===== src/rtl/ckdiv_pkg.sv =====
package ckdiv_pkg;
  typedef enum logic [1:0] {
    MODE_X4   = 2'd0,
    MODE_X2   = 2'd1,
    MODE_DIV1 = 2'd2,
    MODE_SLOW = 2'd3
  } ckdiv_mode_e;

  localparam logic [1:0] CODE_MULT = 2'b00;
  localparam logic [1:0] CODE_ONE  = 2'b10;
  localparam logic [1:0] CODE_SLOW = 2'b11;
endpackage


===== src/rtl/ckdiv_cfg.sv =====
module ckdiv_cfg
  import ckdiv_pkg::*;
#(
  parameter int IRQ_W = 4
) (
  input  logic             clk_i,
  input  logic             rst_ni,
  input  logic             wr_en_i,
  input  logic [1:0]       wr_div_i,
  input  logic             wr_mult_en_i,
  input  logic             wr_x4_i,
  input  logic             wr_swb_i,
  input  logic [IRQ_W-1:0] irq_pend_i,
  output logic [1:0]       div_o,
  output ckdiv_mode_e      req_mode_o,
  output logic             swb_hit_o
);
  logic [1:0] div_q;
  logic       mult_q, x4_q, swb_q;

  assign swb_hit_o = (div_q == CODE_SLOW) && swb_q && (|irq_pend_i);

  always_ff @(posedge clk_i or negedge rst_ni) begin
    if (!rst_ni) begin
      div_q  <= CODE_ONE;
      mult_q <= 1'b0;
      x4_q   <= 1'b0;
      swb_q  <= 1'b0;
    end else begin
      if (wr_en_i) begin
        mult_q <= wr_mult_en_i;
        x4_q   <= wr_x4_i;
        swb_q  <= wr_swb_i;
      end
      // hardware switchback beats a same-cycle write of the code
      if (swb_hit_o)    div_q <= CODE_ONE;
      else if (wr_en_i) div_q <= wr_div_i;
    end
  end

  always_comb begin
    unique case (div_q)
      CODE_SLOW: req_mode_o = MODE_SLOW;
      CODE_MULT: req_mode_o = !mult_q ? MODE_DIV1 : (x4_q ? MODE_X4 : MODE_X2);
      default:   req_mode_o = MODE_DIV1; // 01 aliases 10
    endcase
  end

  assign div_o = div_q;

  a_r8_switchback_code: assert property (@(posedge clk_i) disable iff (!rst_ni)
    swb_hit_o |=> (div_q == CODE_ONE));
  a_r9_code_held: assert property (@(posedge clk_i) disable iff (!rst_ni)
    (div_q == CODE_SLOW && !swb_q && !wr_en_i) |=> (div_q == CODE_SLOW));
  a_r6_write_lands: assert property (@(posedge clk_i) disable iff (!rst_ni)
    (wr_en_i && !swb_hit_o) |=> (div_q == $past(wr_div_i)));
endmodule


===== src/rtl/ckdiv_strobe.sv =====
module ckdiv_strobe
  import ckdiv_pkg::*;
#(
  parameter int SLOW_DIV = 1024
) (
  input  logic        clk_i,
  input  logic        rst_ni,
  input  ckdiv_mode_e req_mode_i,
  input  logic        force_i,
  output logic        en_o,
  output ckdiv_mode_e mode_o
);
  localparam int XTAL_RATIO  = 4;
  localparam int SLOW_PERIOD = XTAL_RATIO * SLOW_DIV;
  localparam int CW          = $clog2(SLOW_PERIOD);

  function automatic logic [CW-1:0] last_of(ckdiv_mode_e m);
    unique case (m)
      MODE_X4:   last_of = CW'(0);
      MODE_X2:   last_of = CW'(1);
      MODE_DIV1: last_of = CW'(XTAL_RATIO - 1);
      default:   last_of = CW'(SLOW_PERIOD - 1);
    endcase
  endfunction

  logic [CW-1:0] cnt_q;
  ckdiv_mode_e   act_q;
  logic          wrap;

  assign wrap = (cnt_q == '0);

  always_ff @(posedge clk_i or negedge rst_ni) begin
    if (!rst_ni) begin
      cnt_q <= '0;
      act_q <= MODE_DIV1;
    end else if (force_i) begin
      cnt_q <= '0;
      act_q <= MODE_DIV1;
    end else if (wrap) begin
      cnt_q <= last_of(req_mode_i);
      act_q <= req_mode_i;
    end else begin
      cnt_q <= cnt_q - 1'b1;
    end
  end

  assign en_o   = wrap;
  assign mode_o = act_q;

  a_r7_mode_at_boundary: assert property (@(posedge clk_i) disable iff (!rst_ni)
    !$stable(act_q) |-> ($past(wrap) || $past(force_i)));
  a_r2_count_in_range: assert property (@(posedge clk_i) disable iff (!rst_ni)
    cnt_q <= last_of(act_q));
  a_r8_force_restart: assert property (@(posedge clk_i) disable iff (!rst_ni)
    force_i |=> (en_o && act_q == MODE_DIV1));
endmodule


===== src/rtl/sysclk_div_ctrl.sv =====
module sysclk_div_ctrl
  import ckdiv_pkg::*;
#(
  parameter int IRQ_W    = 4,
  parameter int SLOW_DIV = 1024
) (
  input  logic             clk_i,
  input  logic             rst_ni,
  input  logic             wr_en_i,
  input  logic [1:0]       wr_div_i,
  input  logic             wr_mult_en_i,
  input  logic             wr_x4_i,
  input  logic             wr_swb_i,
  input  logic [IRQ_W-1:0] irq_pend_i,
  output logic             clk_en_o,
  output logic [1:0]       div_rd_o,
  output logic [1:0]       mode_o
);
  ckdiv_mode_e req_mode, act_mode;
  logic        swb_hit;

  ckdiv_cfg #(.IRQ_W(IRQ_W)) cfg_i (
    .clk_i        (clk_i),
    .rst_ni       (rst_ni),
    .wr_en_i      (wr_en_i),
    .wr_div_i     (wr_div_i),
    .wr_mult_en_i (wr_mult_en_i),
    .wr_x4_i      (wr_x4_i),
    .wr_swb_i     (wr_swb_i),
    .irq_pend_i   (irq_pend_i),
    .div_o        (div_rd_o),
    .req_mode_o   (req_mode),
    .swb_hit_o    (swb_hit)
  );

  ckdiv_strobe #(.SLOW_DIV(SLOW_DIV)) strobe_i (
    .clk_i      (clk_i),
    .rst_ni     (rst_ni),
    .req_mode_i (req_mode),
    .force_i    (swb_hit),
    .en_o       (clk_en_o),
    .mode_o     (act_mode)
  );

  assign mode_o = act_mode;
endmodule


===== config.mk =====
export PLATFORM = sky130hd
export DESIGN_NAME = sysclk_div_ctrl
export DESIGN_NICKNAME = d
export VERILOG_FILES = /design/src/rtl/ckdiv_pkg.sv /design/src/rtl/ckdiv_cfg.sv /design/src/rtl/ckdiv_strobe.sv /design/src/rtl/sysclk_div_ctrl.sv
export SDC_FILE = /design/constraint.sdc
export NUM_CORES = 1
export LEC_CHECK = 0
export BUFFER_PORTS_ARGS = -buffer_cell sky130_fd_sc_hd__buf_2
export CAP_MARGIN = 0
export CORE_UTILIZATION = 58
export DETAILED_ROUTE_END_ITERATION = 7
export GPL_TIMING_DRIVEN = 0
export PLACE_DENSITY = 0.91
export SLEW_MARGIN = 5
export SYNTH_ARGS = -nofsm -noshare
export SYNTH_HDL_FRONTEND = slang
export SYNTH_SLANG_ARGS = --single-unit

===== constraint.sdc =====
create_clock -name clk_i -period 4.25 [get_ports clk_i]
set_input_delay 0.425 -clock clk_i [delete_from_list [all_inputs] [get_ports clk_i]]
set_output_delay 0.425 -clock clk_i [all_outputs]
set_load 0.05 [all_outputs]

# Yosys cells after proc, flatten, opt, wreduce, memory -nomap -nowiden
# Cells that the tools add are included.
# totals
regBits,19
latch_bits,0
mem_bits_rw,0
mem_bits_ro,0
in_bits,12
out_inout_bits,5
wordCells,28
mem_count,0
# classes
add_sub_neg,1
mul,0
n_div,0
magnitude_cmp,0
eq_ne,3
shifts,0
n_mux,10
bitwise,0
reduce_logical,8
# ops
operator,count
12-bit case mux with 3 select lines,1
12-bit 2-to-1 mux,2
12-bit zero test,1
"12-bit by 1-bit subtractor with 12-bit output, second input constant",1
2-bit 2-to-1 mux,5
"2-bit == test, second input constant",2
2-bit zero test,2
2-bit case mux with 2 select lines,1
2-bit nonzero test,2
4-bit OR reduction,1
"2-bit by 1-bit == test with 1-bit output, second input constant",1
1-bit logical AND,2
1-bit 2-to-1 mux,1

# Longest topological paths before layout
# Gate-level depths: netlist (run 1).
# depth
ltp_word,7
ltp_mapped,6
depth_no_buf,6

# By module
# Synthesis (run 1) repeated with hierarchy kept, for this count alone.
# hier_totals
cells_unflattened,100
hier_area_um2,1032.2
# modules_own_cells
module,n_inst,cells_per_inst,area_per_inst_um2,seq_area_each_um2
ckdiv_strobe,1,75,759.5,351.6
ckdiv_cfg,1,25,272.8,126.4

# Worst setup path after synthesis (run 1)
# OpenSTA, ideal clock, no wires.
# synth_path
kind,reg-to-output
startpoint,register strobe_i.cnt_q[0]
endpoint,output port clk_en_o
t_arrival_ns,1.589
required_time_ns,3.825
setup_slack_ns,2.236
path_stages_with_launch,7
n_path_buf,1
path_cell_list,dfrtp_1 > inv_1 > ha_1 > nor2b_1 > nand4b_4 > buf_2 > inv_1
# synth_via
elab_chain_len,1
# synth_lines
item,line_no,text
"start, declared",ckdiv_strobe.sv:26,logic [CW-1:0] cnt_q;
"start signal, assigned",ckdiv_strobe.sv:40,cnt_q <= last_of(req_mode_i);
"start signal, assigned",ckdiv_strobe.sv:43,cnt_q <= cnt_q - 1'b1;
12-bit zero test,ckdiv_strobe.sv:30,assign wrap = (cnt_q == '0);
"end, declared",sysclk_div_ctrl.sv:15,"output logic clk_en_o,"
# Every way passes these cells.

# Final worst setup path (run 1)
# Ends and elaborated chain as after synthesis.

==> results of run 1 <==
[cell type report]
type	instances	share of cell area
plain buffers	3	0.01197
clock buffers	3	0.01959
clock inverters	1	0.004353
inverters	8	0.02612
multi-input cells	65	0.4396
flip-flops and latches	19	0.4157
well taps	16	0.01741
repair buffers	15	0.06529
[cell families (layout without fill, tap and decap cells)]
| kind of cell | Yosys count | count (layout) |
|---|---|---|
| xor gates and xnor gates | 7 | 7 |
| adders and majority gates | 4 | 4 |
| DFF | 19 | 19 |
| and+or+nand+nor | 26 | 26 |
| muxes | 2 | 2 |
| buffers and inverters | 11 | 30 |
| AOI/OAI and AO/OA | 26 | 26 |
[power breakdown]
group / total [W] / internal [W] / switching, W
clock: 0.0000959 / 0.0000351 / 0.0000608
combinational: 0.000322 / 0.000141 / 0.000181
sequential: 0.000306 / 0.000244 / 0.0000622
[worst paths after layout]
kind,end,depth (start not counted)
worst max-delay path,clk_en_o,7
worst max register to register,strobe_i.cnt_q[0]$_DFF_PN0_,6
max in group asynchronous,cfg_i.div_o[1]$_DFFE_PN1P_,1
worst min register to register,cfg_i.swb_q$_DFFE_PN0P_,1
min in group clk_i,cfg_i.x4_q$_DFFE_PN0P_,3
worst min-delay path,strobe_i.cnt_q[2]$_DFF_PN0_,1
[metal layers]
metal,share of wire,vias to the layer above,wire [um],GRT usage
met4,0.012,0,25,0.09091
met2,0.53,24,1081,0.4176
met5,0,-,0,0
met1,0.42,377,859,0.3117
met3,0.040,4,82,0.03673
li1,-,382,-,-
[sequential cells by signal, summed over array words and instances, names as in the netlist]
name             flops
cfg_i.mult_q         1
strobe_i.cnt_q      12
cfg_i.div_o          2
cfg_i.swb_q          1
cfg_i.x4_q           1
strobe_i.mode_o      2
[per-stage QoR]
step	worst slack, ps	cells	power (W)	utilization	hold slack (ps)
after global routing	1586	130	0.0007669	0.7294	62.41
after CTS	1736	130	0.0007225	0.7294	47.65
after floorplan	2236	95	0.0005526	-	129.4
after global placement	2111	126	0.0006029	0.7119	379.3
final	1744	130	0.0007240	0.7294	22.94
after detailed placement	2085	126	0.0006236	0.7119	384.2
[cells in the final DEF (no fill, tap or decap), types with 4 or more instances in the layout]
cell / Yosys / routed
nor2_1: 4 / 4
xnor2_1: 6 / 6
ha_1: 4 / 4
nand2_1: 6 / 6
dfrtp_1: 17 / 17
inv_1: 8 / 8
a21oi_1: 9 / 9
buf_2: 2 / 17
==> out/metrics.yaml, run 1 <==
run:
  drv_cap: 0
placed_design:
  dpl.hpwl_mm: 1.477
  port_buffers: 15
  routabilityCongestion: 0.8620
  place_area_um2: 1122
die:
  placeableCoreArea_um2: 1577
  die-area_um2: 1943
  chipHeight_um: 44.09
  initial_utilization: 0.6516
  ios: 17
  num_rows: 14
  floorplan.die.width_um: 44.09
worst_setup_path:
  critical_path_class: "flop to primary output"
  r2r_setup_slack_ps: 2380
  critical_path.startpoint: "strobe_i.cnt_q[0]$_DFF_PN0_"
  cp-start-kind: "flop"
  timing.critical_path.max_delay_family: "buffers and inverters"
  cpMaxStageDelayCell: "dfrtp_1"
  worstReg2RegStart: "strobe_i.cnt_q[0]$_DFF_PN0_"
  worst-endpoint-required_ps: 3830
  max_stage_delay_ps: 450
  crit_chain: "inv_1 -> ha_1 -> nor2b_1 -> nand4b_4 -> buf_2 -> inv_1 -> buf_2"
  critPathMaxFanout: 10
  crit_path_end_kind: "primary output"
  critical_path.n_buffers_inverters: 4
  cp_data_arrival_time_ps: 2080
clock_network:
  cts_max_level: 1
  clock_root_buffer_master: "clkbuf_4"
  cts_buffers: 3
  cts_tree: "yes"
  clk_latency_ps: 310
  clk_pin_slew_worst_paths_ps: 120
  cts.repair.resized: 0
  ctsLongestPathBuffers: 2
  holdBufCountCts: 0
  cts.repair_timing.setup_buffer_count: 0
  clkSinkCount: 19
yosys:
  syn-instance-count: 95
  yosys_warnings: 0
  synth.area.mux_share: 0.02071
  number_of_enable_flip_flop_cells_after_synthesis: 0
  largest_family_of_logic_cells_by_synthesized_area: "compound AO/OA/AOI/OAI gates"
  synth_compound_gate_area_share: 0.1876
  synthFlopType: "dfrtp_1"
  simple_gate_portion_of_the_synthesized_area: 0.1754
  synthArstFlopShare: 1.000
  synth_xor_xnor_area_share: 0.05968
  synth.top_cells.by_count: "17 x dfrtp_1, 9 x a21oi_1, 8 x inv_1"
  synth-seq-area-share: 0.4653
  synth.distinct_cells: 36
  post-synth-top-area-fraction: 0.4141
  postSynthAreaPerCell_um2: 10.81
  post_synth_main_area_contributors: "dfrtp_1 41%, dfstp_2 5.1%, xnor2_1 5.1%"
  synth_adder_area_share: 0.04872
  syn_area_um2: 1027
  syn-num-nets: 111
  synthDominantAreaCellType: "dfrtp_1"
  synth-seq-cells: 19
  synth_most_common_cell: "dfrtp_1"
run_status:
  outcome: "finished clean"
cells_and_area:
  area.sequential_um2: 478.0
  fillers: 120
  fin_nets: 131
  areaGrowthSynthToFinish_pct: 11.94
  antenna_cells: 0
  multi_input_logic_area_um2: 505.5
  drive_gt1_frac: 0.2807
  stdcell_area_um2: 1150
detailed_routing:
  antenna_violating_nets_post_route: 0
  detailed_routing_iteration_count_for_the_pre_antenna_repair_pass: 4
  initialDrtViolationCount: 22
  vias: 787
  detail_route.drc_violations: 0
  vias_per_cell: 6.054
  route.detailed.wl_per_inst_um: 15.76
  wl_mm: 2.049
sta:
  maxSlewViolCount: 0
  slew-limit-headroom: 0.7091
  final.setup.tns_ps: 0
  post-route-min-period_ps: 2506
  fmax_mhz: 399.0
  worst_slew_pin_slew_ps: 434.0
  final.setup_skew_ps: 9.978
  unrepaired_setup_endpoints_after_global_routing: "no"
  number_of_hold_slack_violations_in_the_final_timing_report: 0
  fin_crit_sh: 0.5897
  finalSetupViolations: 0
hold_path:
  worstHoldPathType: "input port to asynchronous set/reset pin"
global_route:
  globalRouteTotalUtil: 0.2435
  antenna_found_initial: 0
  via_count_of_the_first_global_routing_pass: 760
  first_pass_grt_wire_length_mm: 3.387
  grt_max_degree: 20
  grt_overflow_total: 0
power:
  vdd_drop_max_mv: 0.3707
  p_leak_nw: 0.5457
  power_density_nw_per_um2: 629.7
(Power assumes the default switching activity.)
==> run 2, diff against run 1 <==
--- a/config.mk
+++ b/config.mk
@@ -5,12 +5,13 @@
 export SDC_FILE = /design/constraint.sdc
 export NUM_CORES = 1
 export LEC_CHECK = 0
+export ABC_AREA = 1
 export BUFFER_PORTS_ARGS = -buffer_cell sky130_fd_sc_hd__buf_2
 export CAP_MARGIN = 0
-export CORE_UTILIZATION = 58
+export CORE_UTILIZATION = 50
 export DETAILED_ROUTE_END_ITERATION = 7
 export GPL_TIMING_DRIVEN = 0
-export PLACE_DENSITY = 0.91
+export PLACE_DENSITY = 0.83
 export SLEW_MARGIN = 5
 export SYNTH_ARGS = -nofsm -noshare
 export SYNTH_HDL_FRONTEND = slang
==> constraint.sdc (replaced) <==
create_clock -name clk_i -period 2.3 [get_ports clk_i]
set_input_delay 0.23 -clock clk_i [delete_from_list [all_inputs] [get_ports clk_i]]
set_output_delay 0.23 -clock clk_i [all_outputs]
set_load 0.05 [all_outputs]
==> run 2 against run 1 <==
Critical path depth unchanged. Sequential share of layout area decreased by 5.7 points. Register-to-register slack got worse by 1700 ps. Area after synthesis increased by 15%. Global-route usage decreased by 1.7 points. Non-clock buffer count decreased by 1. Critical endpoint unchanged. Largest power group unchanged.
==> out/metrics.yaml, run 2 <==
run_status:
  outcome: "finished clean"  # unchanged
detailed_routing:
  vias_per_cell: 5.099  # was 6.054
  initialDrtViolationCount: 25  # was 22
  antenna_violating_nets_post_route: 0  # unchanged
  wl_mm: 2.295  # was 2.049 mm
  route.detailed.wl_per_inst_um: 11.36  # was 15.76 um
  detail_route.drc_violations: 0  # unchanged
  detailed_routing_iteration_count_for_the_pre_antenna_repair_pass: 4  # unchanged
  vias: 1030  # was 787
die:
  chipHeight_um: 50.66  # was 44.09 um
  floorplan.die.width_um: 50.66  # was 44.09 um
  num_rows: 17  # was 14
  initial_utilization: 0.5351  # was 0.6516
  die-area_um2: 2566  # was 1943 um^2
  ios: 17  # unchanged
  placeableCoreArea_um2: 2212  # was 1577 um^2
yosys:
  synth-seq-area-share: 0.4038  # was 0.4653
  synth.distinct_cells: 27  # was 36
  synth_most_common_cell: "nand2_1"  # was dfrtp_1
  synth.top_cells.by_count: "37 x nand2_1, 26 x nor2_1, 17 x dfrtp_1"  # was 17 x dfrtp_1, 9 x a21oi_1, 8 x inv_1
  syn-instance-count: 154  # was 95
  syn-num-nets: 170  # was 111
  synth-seq-cells: 19  # unchanged
  yosys_warnings: 0  # unchanged
  synthArstFlopShare: 1.000  # unchanged
  postSynthAreaPerCell_um2: 7.686  # was 10.81 um^2
  number_of_enable_flip_flop_cells_after_synthesis: 0  # unchanged
  post-synth-top-area-fraction: 0.3594  # was 0.4141
  synthFlopType: "dfrtp_1"  # unchanged
  syn_area_um2: 1184  # was 1027 um^2
  post_synth_main_area_contributors: "dfrtp_1 36%, nand2_1 12%, nor2_1 8.2%"  # was dfrtp_1 41%, dfstp_2 5.1%, xnor2_1 5.1%
  synthDominantAreaCellType: "dfrtp_1"  # unchanged
worst_setup_path:
  max_stage_delay_ps: 400  # was 450 ps
  critical_path_class: "flop to primary output"  # unchanged
  crit_path_end_kind: "primary output"  # unchanged
  critPathMaxFanout: 7  # was 10
  cp-start-kind: "flop"  # unchanged
  timing.critical_path.max_delay_family: "buffers and inverters"  # unchanged
  cpMaxStageDelayCell: "dfrtp_1"  # unchanged
  crit_chain: "inv_1 -> ha_1 -> nand2_1 -> nor2_8 -> nand2_4 -> clkinv_4 -> buf_2"  # was inv_1 -> ha_1 -> nor2b_1 -> nand4b_4 -> buf_2 -> inv_1 -> buf_2
  cp_data_arrival_time_ps: 1830  # was 2080 ps
  critical_path.n_buffers_inverters: 3  # was 4
  worst-endpoint-required_ps: 2070  # was 3830 ps
cells_and_area:
  top_register: "strobe_i.cnt_q"  # unchanged
  fillers: 200  # was 120
  drive_gt1_frac: 0.2644  # was 0.2807
  most_frequent_standard_cell_in_the_layout_excluding_fill_and_tap_cells: "nand2_1"
  mostFrequentLayoutCells: "37 x nand2_1, 26 x nor2_1, 17 x dfrtp_1"  # was 17 x buf_2, 17 x dfrtp_1, 9 x a21oi_1
  fin_nets: 191  # was 131
  antenna_cells: 0  # unchanged
  largest_reg_flops: 12  # unchanged
  areaGrowthSynthToFinish_pct: 12.47  # was 11.94%
sta:
  post-route-min-period_ps: 2058
  fin_crit_sh: 0.8947
  final.setup.tns_ps: 0  # unchanged
  final.setup_skew_ps: 5.112  # was 9.978 ps
  worst_slew_pin_slew_ps: 412.8  # was 434.0 ps
  maxSlewViolCount: 0  # unchanged
  unrepaired_setup_endpoints_after_global_routing: "no"  # unchanged
  slew-limit-headroom: 0.7248  # was 0.7091
  number_of_hold_slack_violations_in_the_final_timing_report: 0  # unchanged
  finalSetupViolations: 0  # unchanged
  fmax_mhz: 486.0
clock_network:
  clkSinkCount: 19  # unchanged
  clk_pin_slew_worst_paths_ps: 120  # about the same
  cts_tree: "yes"  # unchanged
  cts_max_level: 1  # unchanged
  clock_root_buffer_master: "clkbuf_4"  # unchanged
  clk_latency_ps: 310  # about the same
  ctsLongestPathBuffers: 2  # unchanged
  cts_buffers: 3  # unchanged
  cts.repair.resized: 0  # unchanged
global_route:
  via_count_of_the_first_global_routing_pass: 1011  # was 760
  grt_max_degree: 20  # unchanged
  antenna_found_initial: 0  # unchanged
  globalRouteTotalUtil: 0.2266  # was 0.2435
  first_pass_grt_wire_length_mm: 4.340  # was 3.387 mm
  grt_overflow_total: 0  # unchanged
placed_design:
  port_buffers: 15  # unchanged
  dpl.hpwl_mm: 1.825  # was 1.477 mm
  routabilityCongestion: 0.8844  # was 0.8620
run:
  drv_cap: 0  # unchanged
power:
  vdd_drop_max_mv: 0.7808  # was 0.3707 mV
  power_density_nw_per_um2: 1143  # was 629.7 nW/um^2
  total_power_w: 0.001522  # was 0.0007240 W
  p_leak_nw: 0.7285  # was 0.5457 nW
hold_path:
  worstHoldPathType: "input port to flop"  # was input port to asynchronous set/reset pin
==> run 2: final cells by class <==
cell class / instances / area, um^2 / share of cell area
timing repair buffer: 16 / 85.08 / 0.06391
sequential: 19 / 478.0 / 0.3590
clock inverter: 1 / 5.005 / 0.003759
inverter: 18 / 72.57 / 0.05451
tap: 28 / 35.03 / 0.02632
multi-input combinational: 116 / 629.4 / 0.4727
clock buffer: 3 / 22.52 / 0.01692
buffer: 1 / 3.754 / 0.002820
==> run 2: repair_timing <==
| item | 4_1_cts | 5_1_grt |
|---|---|---|
| hold buffers | 1 | 0 |
| setup buffers | 0 | 0 |
| hold endpoints to repair | 17 | 0 |
| setup endpoints to repair | 0 | 0 |
==> run 2: final timing paths <==
path / end / slack, ps / startpoint / cells after the start
min: cfg_i.x4_q$_DFFE_PN0P_ / 110 / wr_x4_i / 3
max: clk_en_o / 240 / strobe_i.cnt_q[0]$_DFF_PN0_ / 7
min in group asynchronous: cfg_i.x4_q$_DFFE_PN0P_ / 360 / rst_ni / 2
min reg2reg: strobe_i.mode_o[0]$_DFFE_PN0P_ / 520 / strobe_i.mode_o[0]$_DFFE_PN0P_ / 2
max reg2reg: strobe_i.cnt_q[9]$_DFF_PN0_ / 720 / cfg_i.div_o[1]$_DFFE_PN1P_ / 6
max in group asynchronous: cfg_i.div_o[1]$_DFFE_PN1P_ / 1610 / rst_ni / 2
==> run 2: logic make-up after synthesis <==
kind of cell             after synthesis  synth area share
AND/OR/NAND/NOR                       94            0.3953
buffers and inverters                 19           0.06448
flip-flops                            19            0.4038
AO/OA/AOI/OAI                         15           0.06871
adder cells (fa/ha/maj)                4           0.04228
multiplexers                           2           0.01797
XOR/XNOR                               1          0.007401
==> run 2: through the flow <==
step / util / cell area (um^2) / setup WS, ps / hold WS (ps) / std cells
after floorplan: - / 1184 / 625.8 / -65.59 / 154
after global placement: 0.5848 / 1294 / 625.4 / 189.9 / 197
after detailed placement: 0.5848 / 1294 / 588.2 / 189.2 / 197
after CTS: 0.6018 / 1331 / 222.2 / 121.8 / 202
after global routing: 0.6018 / 1331 / 123.6 / 146.8 / 202
final: 0.6018 / 1331 / 242.3 / 113.1 / 202
==> run 2: per-layer routing <==
metal  track usage  vias up  share of wire
met5             0        -              0
met2        0.3867       27           0.48
met3       0.01818       11          0.034
met1        0.2827      473           0.45
li1              -      519              -
met4        0.1204        0          0.033
==> run 2: tightest hold or removal path: cells and delay by family <==
kind	cells	cell delay (ps)
AOI/OAI and AO/OA	1	50
and+or+nand+nor	1	40
buffers and inverters	1	70
==> run 2: power by group <==
part           internal, W  total, W  switching, W  leakage, nW
clock            0.0000650  0.000178      0.000113       0.0177
combinational     0.000275  0.000789      0.000515        0.476
sequential        0.000450  0.000554      0.000104        0.235
==> run 3, diff against run 2 <==
--- a/config.mk
+++ b/config.mk
@@ -8,10 +8,11 @@
 export ABC_AREA = 1
 export BUFFER_PORTS_ARGS = -buffer_cell sky130_fd_sc_hd__buf_2
 export CAP_MARGIN = 0
-export CORE_UTILIZATION = 50
+export CORE_MARGIN = 4
+export CORE_UTILIZATION = 30
 export DETAILED_ROUTE_END_ITERATION = 7
 export GPL_TIMING_DRIVEN = 0
-export PLACE_DENSITY = 0.83
+export PLACE_DENSITY = 0.58
 export SLEW_MARGIN = 5
 export SYNTH_ARGS = -nofsm -noshare
 export SYNTH_HDL_FRONTEND = slang
==> run 3 against run 2 <==
Routed wire length grew 2.6%. Maximum frequency grew 4.1%. Worst hold slack gained 67 ps. Global-route usage shrank 12 points. Highest routed layer unchanged. Total power grew 2.4%. Register-to-register slack is essentially flat. Combinational power shrank 2%. Sequential share of layout area shrank 1.1 points. First-iteration DRC count grew 16%. Utilization shrank 23 points. Clock power grew 31%.
==> out/metrics.yaml, run 3 (synthesized netlist as in run 2, its figures left out) <==
power:
  power.sequential.fraction: 0.355  # was 0.364
  power_density_nw_per_um2: 1133  # was 1143 nW/um^2
  power_report.internal_total_w: 0.0008444  # was 0.0007898 W
  clock_power_share: 0.150  # was 0.117
  total_switching_power_w: 0.0007139  # was 0.0007318 W
  comb_power_share: 0.495  # was 0.519
  vdd_drop_max_mv: 0.5160  # was 0.7808 mV
  total_power_w: 0.001558  # was 0.001522 W
  p_leak_nw: 0.7363  # was 0.7285 nW
  power_switching_share: 0.4581  # was 0.4810
global_route:
  first_pass_grt_wire_length_mm: 4.257  # was 4.340 mm
  via_count_of_the_first_global_routing_pass: 939  # was 1011
  antenna_found_initial: 0  # unchanged
  globalRouteTotalUtil: 0.1061  # was 0.2266
  grt_max_degree: 20  # unchanged
  grt_overflow_total: 0  # unchanged
worst_setup_path:
  max_stage_delay_ps: 380  # was 400 ps
  critical_path_class: "flop to primary output"  # unchanged
  cpMaxStageDelayCell: "dfrtp_1"  # unchanged
  worst-endpoint-required_ps: 2070  # about the same
  cp_data_arrival_time_ps: 1750  # was 1830 ps
  crit_path_end_kind: "primary output"  # unchanged
  critPathMaxFanout: 7  # unchanged
  cp-start-kind: "flop"  # unchanged
  crit_chain: "inv_1 -> ha_1 -> nand2_1 -> nor2_8 -> nand2_4 -> clkinv_4 -> buf_2"  # unchanged
cells_and_area:
  largest_reg_flops: 12  # unchanged
  fin_nets: 191  # unchanged
  areaGrowthSynthToFinish_pct: 16.17  # was 12.47%
  top_register: "strobe_i.cnt_q"  # unchanged
  mostFrequentLayoutCells: "37 x nand2_1, 26 x nor2_1, 17 x dfrtp_1"  # unchanged
  antenna_cells: 0  # unchanged
  most_frequent_standard_cell_in_the_layout_excluding_fill_and_tap_cells: "nand2_1"  # unchanged
  drive_gt1_frac: 0.2644  # unchanged
run:
  drv_cap: 0  # unchanged
die:
  ios: 17  # unchanged
  floorplan.die.width_um: 70.81  # was 50.66 um
  initial_utilization: 0.3162  # was 0.5351
  chipHeight_um: 70.81  # was 50.66 um
  num_rows: 22  # was 17
  placeableCoreArea_um2: 3744  # was 2212 um^2
  die-area_um2: 5014  # was 2566 um^2
clock_network:
  clk_latency_ps: 250  # was 310 ps
  ctsLongestPathBuffers: 2  # unchanged
  clkSinkCount: 19  # unchanged
  cts_max_level: 1  # unchanged
  cts_tree: "yes"  # unchanged
  clock_root_buffer_master: "clkbuf_8"  # was clkbuf_4
  clk_pin_slew_worst_paths_ps: 70  # was 120 ps
  cts_buffers: 3  # unchanged
  cts.repair.resized: 0  # unchanged
placed_design:
  detailedPlace.worstSlack_ps: 600.7  # was 588.2 ps
  port_buffers: 15  # unchanged
  dpl.hpwl_mm: 1.802  # was 1.825 mm
  routabilityCongestion: 0.8316  # was 0.8844
sta:
  maxSlewViolCount: 0  # unchanged
  number_of_hold_slack_violations_in_the_final_timing_report: 0  # unchanged
  finalSetupViolations: 0  # unchanged
  final.setup_skew_ps: 1.588  # was 5.112 ps
  post-route-min-period_ps: 1976  # was 2058 ps
  fmax_mhz: 506.1  # was 486.0 MHz
  min_setup_slack_post_route_ps: 324.0  # was 242.3 ps
  worst_slew_pin_slew_ps: 434.7  # was 412.8 ps
  final.setup.tns_ps: 0  # unchanged
  slew-limit-headroom: 0.7102  # was 0.7248
  fin_crit_sh: 0.8591  # was 0.8947
  unrepaired_setup_endpoints_after_global_routing: "no"  # unchanged
detailed_routing:
  initialDrtViolationCount: 29  # was 25
  vias_per_cell: 4.423  # was 5.099
  antenna_violating_nets_post_route: 0  # unchanged
  vias: 982  # was 1030
  wl_mm: 2.355  # was 2.295 mm
  detail_route.drc_violations: 0  # unchanged
  detailed_routing_iteration_count_for_the_pre_antenna_repair_pass: 4  # unchanged
  route.detailed.wl_per_inst_um: 10.61  # was 11.36 um
hold_path:
  worstHoldPathType: "input port to flop"  # unchanged
run_status:
  outcome: "finished clean"  # unchanged
## run 3: power by group through the flow
| stage | registers, W | clock network (W) | logic (W) |
|---|---|---|---|
| after floorplan | 0.000593 | 0 | 0.000590 |
| after global placement | 0.000557 | 0 | 0.000770 |
| after detailed placement | 0.000558 | 0 | 0.000776 |
| after CTS | 0.000552 | 0.000244 | 0.000779 |
| after global routing | 0.000571 | 0.000257 | 0.000890 |
| final | 0.000554 | 0.000234 | 0.000771 |
## run 3: layer usage
metal / up-vias / global-route usage / part of all wire
li1: 521 / - / -
met1: 445 / 0.1519 / 0.51
met2: 11 / 0.1555 / 0.44
met3: 5 / 0.01705 / 0.025
met4: 0 / 0.05010 / 0.022
met5: - / 0 / 0
## run 3: critical path, delay by kind of cell (launching register included)
family / cells / cell delay (ps)
simple gates: 3 / 400
buf+inv: 3 / 490
flops: 1 / 380
fa+ha+maj: 1 / 220
## run 3: layout make-up
type	instances	area [um^2]
Fill cell	426	2369
Multi-Input combinational cell	116	629.4
Sequential cell	19	478.0
Timing Repair Buffer	16	85.08
Inverter	18	72.57
Tap cell	48	60.06
Clock buffer	3	41.29
Clock inverter	1	5.005
Buffer	1	3.754
## run 3: worst paths after layout
path	from	endpoint	slack (ps)	depth (start not counted)
worst max-delay path	strobe_i.cnt_q[0]$_DFF_PN0_	clk_en_o	320	7
min in group asynchronous	rst_ni	strobe_i.cnt_q[11]$_DFF_PN0_	440	2
worst min-delay path	wr_x4_i	cfg_i.x4_q$_DFFE_PN0P_	180	3
worst min register to register	cfg_i.swb_q$_DFFE_PN0P_	cfg_i.swb_q$_DFFE_PN0P_	510	1
worst max register to register	cfg_i.div_o[1]$_DFFE_PN1P_	strobe_i.cnt_q[3]$_DFF_PN0_	730	6
max in group asynchronous	rst_ni	cfg_i.div_o[1]$_DFFE_PN1P_	1520	2
## run 3: repair_timing
action                    CTS  global route
setup buffers               0             0
hold endpoints to repair   17             0
hold buffers                1             0
## run 3: metrics by stage
step | instances | area, um^2 | utilization | hold WS [ps]
finish | 222 | 1375 | 0.3673 | 179.9
global route | 222 | 1375 | 0.3673 | 189.3
CTS | 222 | 1375 | 0.3673 | 176.6
detailed placement | 217 | 1319 | 0.3523 | 206.2
global placement | 217 | 1319 | 0.3523 | 202.6
floorplan | 154 | 1184 | - | -65.59
